File: src/rtl/irqagg_pkg.sv
package irqagg_pkg;
    localparam int LINES     = 8;
    localparam int GROUPS    = 3;
    localparam int ADDR_W    = 12;
    localparam int DATA_W    = 8;
    localparam int IDX_W     = $clog2(LINES);
    localparam int SRC_N     = LINES * GROUPS;
    localparam int SRC_IDX_W = $clog2(SRC_N);
    localparam int VEC_W     = 12;
    localparam int VEC_SHIFT = 4;
    localparam logic [VEC_W-1:0]  VEC_BASE   = 12'h800;
    localparam logic [ADDR_W-1:0] MASTER_CMD = 12'h534;
    localparam logic [2:0]        EOI_TAG    = 3'b111;

    typedef enum logic {
        ST_IDLE,
        ST_OFFER
    } offer_st_t;

    // Command address of a bank; its mask byte sits one above.
    function automatic logic [ADDR_W-1:0] bank_cmd_addr(input int g);
        case (g)
            0:       return 12'h536;
            1:       return 12'h53A;
            default: return 12'h53C;
        endcase
    endfunction

    // Master input that a bank is wired to.
    function automatic int bank_master_line(input int g);
        case (g)
            0:       return 1;
            1:       return 3;
            default: return 4;
        endcase
    endfunction
endpackage

File: src/rtl/irqagg_pick.sv
module irqagg_pick #(
    parameter int N   = 8,
    parameter int N_W = $clog2(N)
) (
    input  logic [N-1:0]   pend,
    input  logic [N-1:0]   in_svc,
    output logic           win_vld,
    output logic [N_W-1:0] win_idx
);
    always_comb begin
        logic blocked;
        blocked = 1'b0;
        win_vld = 1'b0;
        win_idx = '0;
        for (int i = 0; i < N; i++) begin
            if (!blocked && !win_vld) begin
                if (in_svc[i]) begin
                    blocked = 1'b1;
                end else if (pend[i]) begin
                    win_vld = 1'b1;
                    win_idx = N_W'(i);
                end
            end
        end
    end
endmodule

File: src/rtl/irqagg_stage.sv
module irqagg_stage
    import irqagg_pkg::*;
#(
    parameter logic [ADDR_W-1:0] CMD_ADDR = 12'h536
) (
    input  logic              clk,
    input  logic              rst_n,
    input  logic              wr_en,
    input  logic [ADDR_W-1:0] wr_addr,
    input  logic [DATA_W-1:0] wr_data,
    input  logic [LINES-1:0]  req_in,
    input  logic              set_en,
    input  logic [IDX_W-1:0]  set_idx,
    output logic [LINES-1:0]  mask_q,
    output logic [LINES-1:0]  isr_q,
    output logic [LINES-1:0]  pend,
    output logic              win_vld,
    output logic [IDX_W-1:0]  win_idx
);
    localparam logic [ADDR_W-1:0] MASK_ADDR = ADDR_W'(CMD_ADDR + 1);

    logic mask_wr, eoi_wr;
    logic [LINES-1:0] isr_d;

    assign mask_wr = wr_en && (wr_addr == MASK_ADDR);
    assign eoi_wr  = wr_en && (wr_addr == CMD_ADDR) && (wr_data[7:5] == EOI_TAG);
    assign pend    = req_in & ~mask_q;

    irqagg_pick #(.N(LINES)) u_pick (
        .pend    (pend),
        .in_svc  (isr_q),
        .win_vld (win_vld),
        .win_idx (win_idx)
    );

    always_comb begin
        isr_d = isr_q;
        if (eoi_wr) isr_d[wr_data[IDX_W-1:0]] = 1'b0;
        if (set_en) isr_d[set_idx] = 1'b1;
    end

    always_ff @(posedge clk or negedge rst_n) begin
        if (!rst_n) begin
            mask_q <= '1;
            isr_q  <= '0;
        end else begin
            if (mask_wr) mask_q <= wr_data[LINES-1:0];
            isr_q <= isr_d;
        end
    end

    AST_MASK_LOAD: assert property (@(posedge clk) disable iff (!rst_n)
        mask_wr |=> mask_q == $past(wr_data[LINES-1:0]));
    AST_BAD_CMD_IGNORED: assert property (@(posedge clk) disable iff (!rst_n)
        (wr_en && wr_addr == CMD_ADDR && wr_data[7:5] != EOI_TAG && !set_en)
        |=> $stable(isr_q));
    AST_ACK_SETS_ISR: assert property (@(posedge clk) disable iff (!rst_n)
        set_en |=> isr_q[$past(set_idx)]);
    AST_EOI_CLEARS: assert property (@(posedge clk) disable iff (!rst_n)
        (eoi_wr && !(set_en && set_idx == wr_data[IDX_W-1:0]))
        |=> !isr_q[$past(wr_data[IDX_W-1:0])]);
    AST_WIN_ELIGIBLE: assert property (@(posedge clk) disable iff (!rst_n)
        win_vld |-> (req_in[win_idx] && !mask_q[win_idx] && !isr_q[win_idx]));
endmodule

File: src/rtl/irq_cascade_agg.sv
module irq_cascade_agg
    import irqagg_pkg::*;
(
    input  logic              clk,
    input  logic              rst_n,
    input  logic [23:0]       src_lvl,
    input  logic              wr_en,
    input  logic [11:0]       wr_addr,
    input  logic [7:0]        wr_data,
    input  logic [11:0]       rd_addr,
    input  logic              rd_isr_sel,
    output logic [7:0]        rd_data,
    input  logic              irq_ack,
    output logic              irq_req,
    output logic [11:0]       irq_vector
);
    localparam logic [VEC_W-1:0] VEC_TOP =
        VEC_BASE + (VEC_W'(SRC_N - 1) << VEC_SHIFT);

    logic [GROUPS-1:0][LINES-1:0] s_mask, s_isr, s_pend;
    logic [GROUPS-1:0]            s_win_vld;
    logic [GROUPS-1:0][IDX_W-1:0] s_win_idx;
    logic [GROUPS-1:0]            s_set_en;

    logic [LINES-1:0] casc_req, m_mask, m_isr, m_pend;
    logic             m_win_vld;
    logic [IDX_W-1:0] m_win_idx, m_set_idx;

    offer_st_t            state_q, state_d;
    logic [SRC_IDX_W-1:0] held_q, held_d, win_global;
    logic [1:0]           held_grp, pick_grp;
    logic [IDX_W-1:0]     held_line;
    logic                 commit;

    assign commit    = (state_q == ST_OFFER) && irq_ack;
    assign held_grp  = held_q[SRC_IDX_W-1:IDX_W];
    assign held_line = held_q[IDX_W-1:0];

    // Bank stages
    for (genvar g = 0; g < GROUPS; g++) begin : g_bank
        assign s_set_en[g] = commit && (held_grp == 2'(g));
        irqagg_stage #(.CMD_ADDR(bank_cmd_addr(g))) u_bank (
            .clk     (clk),
            .rst_n   (rst_n),
            .wr_en   (wr_en),
            .wr_addr (wr_addr),
            .wr_data (wr_data),
            .req_in  (src_lvl[g*LINES +: LINES]),
            .set_en  (s_set_en[g]),
            .set_idx (held_line),
            .mask_q  (s_mask[g]),
            .isr_q   (s_isr[g]),
            .pend    (s_pend[g]),
            .win_vld (s_win_vld[g]),
            .win_idx (s_win_idx[g])
        );
    end

    // Cascade wiring into the master, and master line back to bank
    always_comb begin
        casc_req  = '0;
        pick_grp  = '0;
        m_set_idx = '0;
        for (int g = 0; g < GROUPS; g++) begin
            casc_req[bank_master_line(g)] = s_win_vld[g];
            if (m_win_idx == IDX_W'(bank_master_line(g))) pick_grp = 2'(g);
            if (held_grp == 2'(g)) m_set_idx = IDX_W'(bank_master_line(g));
        end
    end

    irqagg_stage #(.CMD_ADDR(MASTER_CMD)) u_master (
        .clk     (clk),
        .rst_n   (rst_n),
        .wr_en   (wr_en),
        .wr_addr (wr_addr),
        .wr_data (wr_data),
        .req_in  (casc_req),
        .set_en  (commit),
        .set_idx (m_set_idx),
        .mask_q  (m_mask),
        .isr_q   (m_isr),
        .pend    (m_pend),
        .win_vld (m_win_vld),
        .win_idx (m_win_idx)
    );

    assign win_global = {pick_grp, s_win_idx[pick_grp]};

    // Offer state machine: next-state logic
    always_comb begin
        state_d = state_q;
        held_d  = held_q;
        unique case (state_q)
            ST_IDLE: begin
                if (m_win_vld) begin          // present
                    state_d = ST_OFFER;
                    held_d  = win_global;
                end
            end
            ST_OFFER: begin
                if (irq_ack) begin            // take
                    state_d = ST_IDLE;
                end else if (!m_win_vld) begin // withdraw
                    state_d = ST_IDLE;
                end else begin                // retarget
                    held_d = win_global;
                end
            end
            default: state_d = ST_IDLE;
        endcase
    end

    always_ff @(posedge clk or negedge rst_n) begin
        if (!rst_n) begin
            state_q <= ST_IDLE;
            held_q  <= '0;
        end else begin
            state_q <= state_d;
            held_q  <= held_d;
        end
    end

    // Offer state machine: outputs
    always_comb begin
        irq_req    = (state_q == ST_OFFER);
        irq_vector = VEC_BASE + (VEC_W'(held_q) << VEC_SHIFT);
    end

    // Read port
    always_comb begin
        rd_data = '0;
        for (int g = 0; g < GROUPS; g++) begin
            if (rd_addr == bank_cmd_addr(g))
                rd_data = rd_isr_sel ? s_isr[g] : s_pend[g];
            if (rd_addr == ADDR_W'(bank_cmd_addr(g) + 1))
                rd_data = s_mask[g];
        end
        if (rd_addr == MASTER_CMD)
            rd_data = rd_isr_sel ? m_isr : m_pend;
        if (rd_addr == ADDR_W'(MASTER_CMD + 1))
            rd_data = m_mask;
    end

    AST_VEC_IN_RANGE: assert property (@(posedge clk) disable iff (!rst_n)
        irq_req |-> (irq_vector[VEC_SHIFT-1:0] == '0 &&
                     irq_vector >= VEC_BASE && irq_vector <= VEC_TOP));
    AST_WITHDRAW: assert property (@(posedge clk) disable iff (!rst_n)
        (irq_req && !irq_ack && !m_win_vld) |=> !irq_req);
    AST_TAKE_DROPS_REQ: assert property (@(posedge clk) disable iff (!rst_n)
        (irq_req && irq_ack) |=> !irq_req);
    AST_MASTER_ISR_BLOCKS: assert property (@(posedge clk) disable iff (!rst_n)
        m_isr[1] |-> !m_win_vld);
endmodule

File: config.mk
export PLATFORM = sky130hd
export DESIGN_NAME = irq_cascade_agg
export DESIGN_NICKNAME = d
export VERILOG_FILES = /design/src/rtl/irqagg_pkg.sv /design/src/rtl/irqagg_pick.sv /design/src/rtl/irqagg_stage.sv /design/src/rtl/irq_cascade_agg.sv
export SDC_FILE = /design/constraint.sdc
export NUM_CORES = 1
export LEC_CHECK = 0
export CAP_MARGIN = 30
export CORE_UTILIZATION = 40
export CTS_BUF_LIST = sky130_fd_sc_hd__clkbuf_8
export CTS_CLUSTER_SIZE = 14
export DETAILED_ROUTE_END_ITERATION = 16
export HOLD_SLACK_MARGIN = 0.03
export SLEW_MARGIN = 20
export SYNTH_ARGS = -nofsm -noshare
export SYNTH_HDL_FRONTEND = slang
export SYNTH_SLANG_ARGS = --single-unit
export TNS_END_PERCENT = 50
File: constraint.sdc
create_clock -name clk -period 9.9 [get_ports clk]
set_clock_uncertainty 0.05 [all_clocks]
set_input_delay 2.97 -clock clk [delete_from_list [all_inputs] [get_ports clk]]
set_output_delay 2.97 -clock clk [all_outputs]
set_load 0.01 [all_outputs]
Word level (Yosys, flattened, before mapping)
Index checks and enable logic that the tools add are counted.
{"block": "totals", "elab_cells": 429, "ff_bits": 70, "output_inout_bits": 21, "inputBits": 61}
{"block": "op_classes", "n_eq_ne": 22, "magnitude_cmp": 7, "n_reduce_logical": 104, "addsub": 1, "n_bitwise": 18, "mux": 267}
{"operator": "$mux W3", "n": 74}
{"operator": "$eq A12 B11 Y1 const B", "n": 16}
{"operator": "$mux W1", "n": 163}
{"operator": "$mux W8", "n": 20}
{"operator": "$and A8 B8 Y8", "n": 7}
{"operator": "$logic_not A1 Y1", "n": 56}
{"operator": "$logic_and A1 B1 Y1", "n": 47}
{"operator": "$not A8 Y8", "n": 5}
{"operator": "$or A8 B8 Y8", "n": 4}
{"operator": "$add A12 B9 Y12 const A", "n": 1}
{"operator": "$lt A3 B4 Y1 const B", "n": 3}
{"operator": "$mux W5", "n": 2}
{"operator": "$pmux W5 S2", "n": 1}
{"operator": "$demux W1 S3", "n": 3}
{"operator": "$ge A3 B1 Y1 const B", "n": 3}
{"operator": "$and A5 B8 Y8", "n": 1}
{"operator": "$bmux W3 S2", "n": 1}
{"operator": "$eq A3 B3 Y1 const B", "n": 2}
{"operator": "$mux W2", "n": 2}
{"operator": "$eq A3 B2 Y1 const B", "n": 1}
{"operator": "$lt A2 B3 Y1 const B", "n": 1}
{"operator": "$eq A2 B1 Y1 const B", "n": 1}
{"operator": "$eq A2 B2 Y1 const B", "n": 1}
{"operator": "$logic_not A2 Y1", "n": 1}
{"operator": "other kinds (3)", "n": 3}

Depth between registers and ports, before layout
{"block": "depth", "depth_word": 57, "depth_mapped": 9, "mapped_depth_nobuf": 7}

Hierarchy
A second synthesis with hierarchy kept.
{"block": "unflattened", "cells_unflattened": 605, "area_unflattened_um2": 5755.5}
{"module": "irqagg_stage at g_bank[0].u_bank ...", "seq_area_each_um2": 410.4, "n_inst": 2, "area_per_inst_um2": 869.6, "cells_each": 72}
{"module": "irq_cascade_agg", "seq_area_each_um2": 150.1, "n_inst": 1, "area_per_inst_um2": 1539.0, "cells_each": 209}
{"module": "irqagg_stage at u_master", "seq_area_each_um2": 410.4, "n_inst": 1, "area_per_inst_um2": 874.6, "cells_each": 72}
{"module": "irqagg_stage at g_bank[2].u_bank", "seq_area_each_um2": 410.4, "n_inst": 1, "area_per_inst_um2": 872.1, "cells_each": 72}
{"module": "irqagg_pick", "seq_area_each_um2": 0.0, "n_inst": 4, "area_per_inst_um2": 182.7, "cells_each": 27}

Worst setup path before layout
No wires, ideal clock.
{"block": "synth_path", "kind": "input to output", "startpoint": "input rd_addr[9]", "endpoint": "output rd_data[3]", "stages": 6, "setup_slack_ps": 2369, "path_buffers": 1, "required_time_ps": 6880, "arrival_ps": 4511, "cell_sequence": "nor4bb_1 nor2b_1 nor4b_2 buf_2 o21ai_0 o21ai_0"}
{"block": "synth_via", "elab_chain_cells": 9, "elab_cells_between_ends": 16, "cone_classes": "eq/ne: 8; mux: 8"}
{"element": "start, declared", "line": "irq_cascade_agg.sv:10", "text": "input logic [11:0] rd_addr,"}
{"element": "$eq A12 B11 Y1", "line": "irq_cascade_agg.sv:133", "text": "if (rd_addr == bank_cmd_addr(g))"}
{"element": "$mux W8", "line": "irq_cascade_agg.sv:133"}
{"element": "$mux W8", "line": "irq_cascade_agg.sv:135", "text": "if (rd_addr == ADDR_W'(bank_cmd_addr(g) + 1))"}
{"element": "$mux W8", "line": "irq_cascade_agg.sv:133"}
{"element": "$mux W8", "line": "irq_cascade_agg.sv:135"}
{"element": "$mux W8", "line": "irq_cascade_agg.sv:133"}
{"element": "$mux W8", "line": "irq_cascade_agg.sv:135"}
{"element": "$mux W8", "line": "irq_cascade_agg.sv:138", "text": "if (rd_addr == MASTER_CMD)"}
{"element": "$mux W8 (*)", "line": "irq_cascade_agg.sv:140", "text": "if (rd_addr == ADDR_W'(MASTER_CMD + 1))"}
{"element": "end, declared", "line": "irq_cascade_agg.sv:12", "text": "output logic [7:0] rd_data,"}
Every way passes the cells marked *; elsewhere a longest branch is shown, timed or not.

Worst setup path after layout
{"block": "layout_path", "startpoint": "input src_lvl[9]", "endpoint": "output rd_data[3]"}
{"block": "layout_via", "elab_chain_cells": 26, "elab_cells_between_ends": 52, "cone_classes": "mux: 33; bitwise: 2; reduce/logical: 17"}
{"element": "start, declared", "line": "irq_cascade_agg.sv:6", "text": "input logic [23:0] src_lvl,"}
{"element": "$and A8 B8 Y8 (*)", "line": "irqagg_stage.sv:27", "text": "assign pend = req_in & ~mask_q;"}
{"element": "$mux W1 (*)", "line": "irqagg_pick.sv:19", "text": "end else if (pend[i]) begin"}
{"element": "$mux W1 (*)", "line": "irqagg_pick.sv:17", "text": "if (in_svc[i]) begin"}
{"element": "$mux W1 (*)", "line": "irqagg_pick.sv:16", "text": "if (!blocked && !win_vld) begin"}
{"element": "$mux W1 / $logic_not A1 Y1 (equally long branches)", "line": "irqagg_pick.sv:19, irqagg_pick.sv:16"}
{"element": "$mux W1 / $logic_and A1 B1 Y1 (equally long branches)", "line": "irqagg_pick.sv:17, irqagg_pick.sv:16"}
{"element": "$mux W1", "line": "irqagg_pick.sv:16"}
{"element": "$mux W1 / $logic_not A1 Y1 (equally long branches)", "line": "irqagg_pick.sv:19, irqagg_pick.sv:16"}
{"element": "(+10 left out)"}
{"element": "$mux W1", "line": "irqagg_pick.sv:16"}
{"element": "$mux W1 / $logic_not A1 Y1 (equally long branches)", "line": "irqagg_pick.sv:19, irqagg_pick.sv:16"}
{"element": "$mux W1 / $logic_and A1 B1 Y1 (equally long branches)", "line": "irqagg_pick.sv:17, irqagg_pick.sv:16"}
{"element": "$mux W1 (*)", "line": "irqagg_pick.sv:16"}
{"element": "$and A5 B8 Y8 (*)", "line": "irqagg_stage.sv:27"}
{"element": "$mux W8 (*)", "line": "irq_cascade_agg.sv:139", "text": "rd_data = rd_isr_sel ? m_isr : m_pend;"}
{"element": "$mux W8 (*)", "line": "irq_cascade_agg.sv:138"}
{"element": "$mux W8 (*)", "line": "irq_cascade_agg.sv:140"}
Marked as above.

==> metrics.txt <==
outcome finished clean; Req. time, crit path 6.88 ns; GR Util All Layers 27.77%; most common cell in the netlist o21ai_0; max cap viols 0; drt first-iter violations 415; Routed WL 15740 um; global-route wire length before repair 24090 um; Final Max Tran Viols 0; Layout area overhead 23.06%; nets@finish 647; pwr/cell area 152.4 mW/mm^2; CTS root buf clkbuf_8; Yosys warning total 0; Reg2Reg Depth 6; Leak Pwr 2.172 nW; worst-path maximum fanout 3; router iterations before antenna repair 5; Worst setup SP type input port; number of H-tree levels 3; Critical Path End Type primary output; Worst Hold Class reg -> reg; setup ws final 1.019 ns; EDFF count, synth 0; Die Area 0.01187 sq mm; post-synthesis sequential area ratio 39.17%; Final TNS setup 0 ns; vias per cell 6.244; clock sinks 70; via count 4564; Tcrit/Tclk final 89.71%; Worst EP arrival 5.86 ns; Final Setup Violations 0; routability cong. 0.9483; fillers 1051; port buffer count 74; most frequent cells after synthesis 77 x o21ai_0, 42 x a21oi_1, 41 x nor2_1; Tmin final 8.881 ns; CTS buffer count 9; Slew Limit Headroom 51.31%; flop2flop setup slack 7.34 ns; Max Root-Sink Buffers 2; post-cts sizing count 0; CTS Hold Bufs 0; pin count of the biggest net entering global routing 71; Post-synth ARST share 100.0%; row count 38; Hold Fails Final Rpt 0; Yosys reg bits 70; Area contributors post-synth dfrtp_1 21%, dfstp_2 18%, o21ai_0 8.4%; area of placed instances 0.005400 sq mm; Clock transition at path regs 0.08 ns; reg2reg start g_bank[2].u_bank.mask_q[6]$_DFFE_PN1P_; crit path kind in -> out; Placed Cells 713; top-area cell type share of the netlist area 20.79%; unrepaired setup endpoints after global routing no; Max IR drop VDD 67.38 uV; Synth Cell Area 0.004574 sq mm; sequential cell area 0.001792 sq mm; Die Ht 108.9 um; Synth Instances 516; vias in the first global route 4289; # IOs 82; Post-Syn Area per Cell 8.865 sq um; Multi-input gate area 0.002628 sq mm; Final Cell Area 0.005629 sq mm; clk_lat worst skew 0.37 ns; crit path capture rd_data[3]; DIE WIDTH 108.9 um; CTS tree built; effective utilization at floorplan 41.65%; Top FF cell, synth dfrtp_1; total congestion overflow 0; Routed Antenna Nets 0; core box area 0.01098 sq mm; Netlist cell types 70; Worst-Margin Slew 0.7281 ns; final core utilization 51.25%; dpl hpwl 11690 um; worst slack, placed 1.059 ns; initial antenna violation count 0; DRC 0; Reg-to-Reg End held_q[3]$_DFFE_PN0P_; dominant cell type by area after synthesis dfrtp_1; Antenna Cells 0; share of cells above drive strength 1 18.27%; DR WL/cell 21.53 um; non-filler cells, final 731; Critical path origin src_lvl[9]; FMAX 112.6 MHz; buffer count from post-CTS setup fixing 0
## state kept, by name (all words and copies together) (netlist names)
| register | count |
|---|---|
| g_bank.u_bank.isr_q | 24 |
| u_master.isr_q | 8 |
| g_bank.u_bank.mask_q | 24 |
| u_master.mask_q | 8 |
| irq_req | 1 |
| held_q | 5 |
## metrics by stage
step	hold WS (ns)	power (mW)
floorplan	0.3994	0.5197
finish	0.4469	0.8579
global placement	0.4198	0.6241
CTS	0.4433	0.8508
detailed placement	0.4259	0.6282
global route	0.4590	0.9015
## power breakdown
group / switching (mW) / total [mW] / internal, mW
Combinational: 0.142 / 0.257 / 0.115
Clock: 0.131 / 0.225 / 0.0934
Sequential: 0.0549 / 0.376 / 0.321
Total: 0.328 / 0.858 / 0.530
## worst max-delay path: stages
cell and delay [ns]:
clkdlybuf4s50_1 0.49, or3b_1 0.38, a311oi_1 0.43, o211ai_1 0.22, a21oi_1 0.25, mux2_2 0.19, nor2_1 0.04, o21ai_0 0.29
clkdlybuf4s50_1 0.60
## cell families after synthesis
family          count (synthesis)  share of synthesized area, %
simple gates                  180                         21.64
other cells                     2                        0.1642
compound gates                184                         25.22
buf+inv                        39                         3.802
mux                            41                         10.01
flops                          70                         39.17
## per-layer routing
layer | GRT usage [%] | vias up | share of wire [%]
met4 | 11.10 | 0 | 2.8
li1 | - | 2049 | -
met1 | 39.45 | 2250 | 45
met2 | 42.27 | 229 | 45
met5 | 0 | - | 0
met3 | 4.005 | 36 | 7.1
## cells in the final DEF, fill, tap and decap left out, drive strengths merged, types with 3 or more instances in the layout
master / netlist / routed
nand4: 4 / 4
a21o: 3 / 3
clkinv: 1 / 3
a21oi: 42 / 42
nand2b: 15 / 15
or3: 5 / 5
clkinvlp: 0 / 3
clkdlybuf4s50: 0 / 72
dfstp: 32 / 32
nor2b: 12 / 12
nor2: 41 / 41
buf: 9 / 7
or2: 3 / 3
o211ai: 12 / 12
nand3b: 3 / 3
mux2i: 6 / 6
nand2: 38 / 38
o21ai: 78 / 78
nor3b: 9 / 9
o22ai: 9 / 9
nor4: 5 / 5
nor3: 8 / 8
clkbuf: 16 / 9
o31ai: 6 / 6
inv: 13 / 15
dfrtp: 38 / 38
o21a: 4 / 4
mux2: 35 / 35
a311oi: 4 / 4
o221ai: 4 / 4
nand3: 17 / 17
or3b: 6 / 6
conb: 2 / 7
a31oi: 4 / 4
## area by class of cell
| class | instances | area share [%] |
|---|---|---|
| multi-input cells | 412 | 46.68 |
| flip-flops and latches | 70 | 31.83 |
| repair buffers | 79 | 14.23 |
| well taps | 140 | 3.112 |
| clock buffers | 9 | 2.200 |
| clock inverters | 7 | 1.022 |
| inverters | 14 | 0.9335 |
## worst min-delay path by stage
stage	cells past startpoint	startpoint	slack, ns	to
floorplan	1	u_master.isr_q[6]$_DFF_PN0_	0.40	u_master.isr_q[6]$_DFF_PN0_
global placement	1	u_master.isr_q[6]$_DFF_PN0_	0.42	u_master.isr_q[6]$_DFF_PN0_
detailed placement	1	u_master.isr_q[6]$_DFF_PN0_	0.43	u_master.isr_q[6]$_DFF_PN0_
CTS	1	u_master.isr_q[6]$_DFF_PN0_	0.44	u_master.isr_q[6]$_DFF_PN0_
global route	1	u_master.isr_q[6]$_DFF_PN0_	0.46	u_master.isr_q[6]$_DFF_PN0_
finish	1	u_master.isr_q[6]$_DFF_PN0_	0.45	u_master.isr_q[6]$_DFF_PN0_
Power figures use the tool's default switching activity.
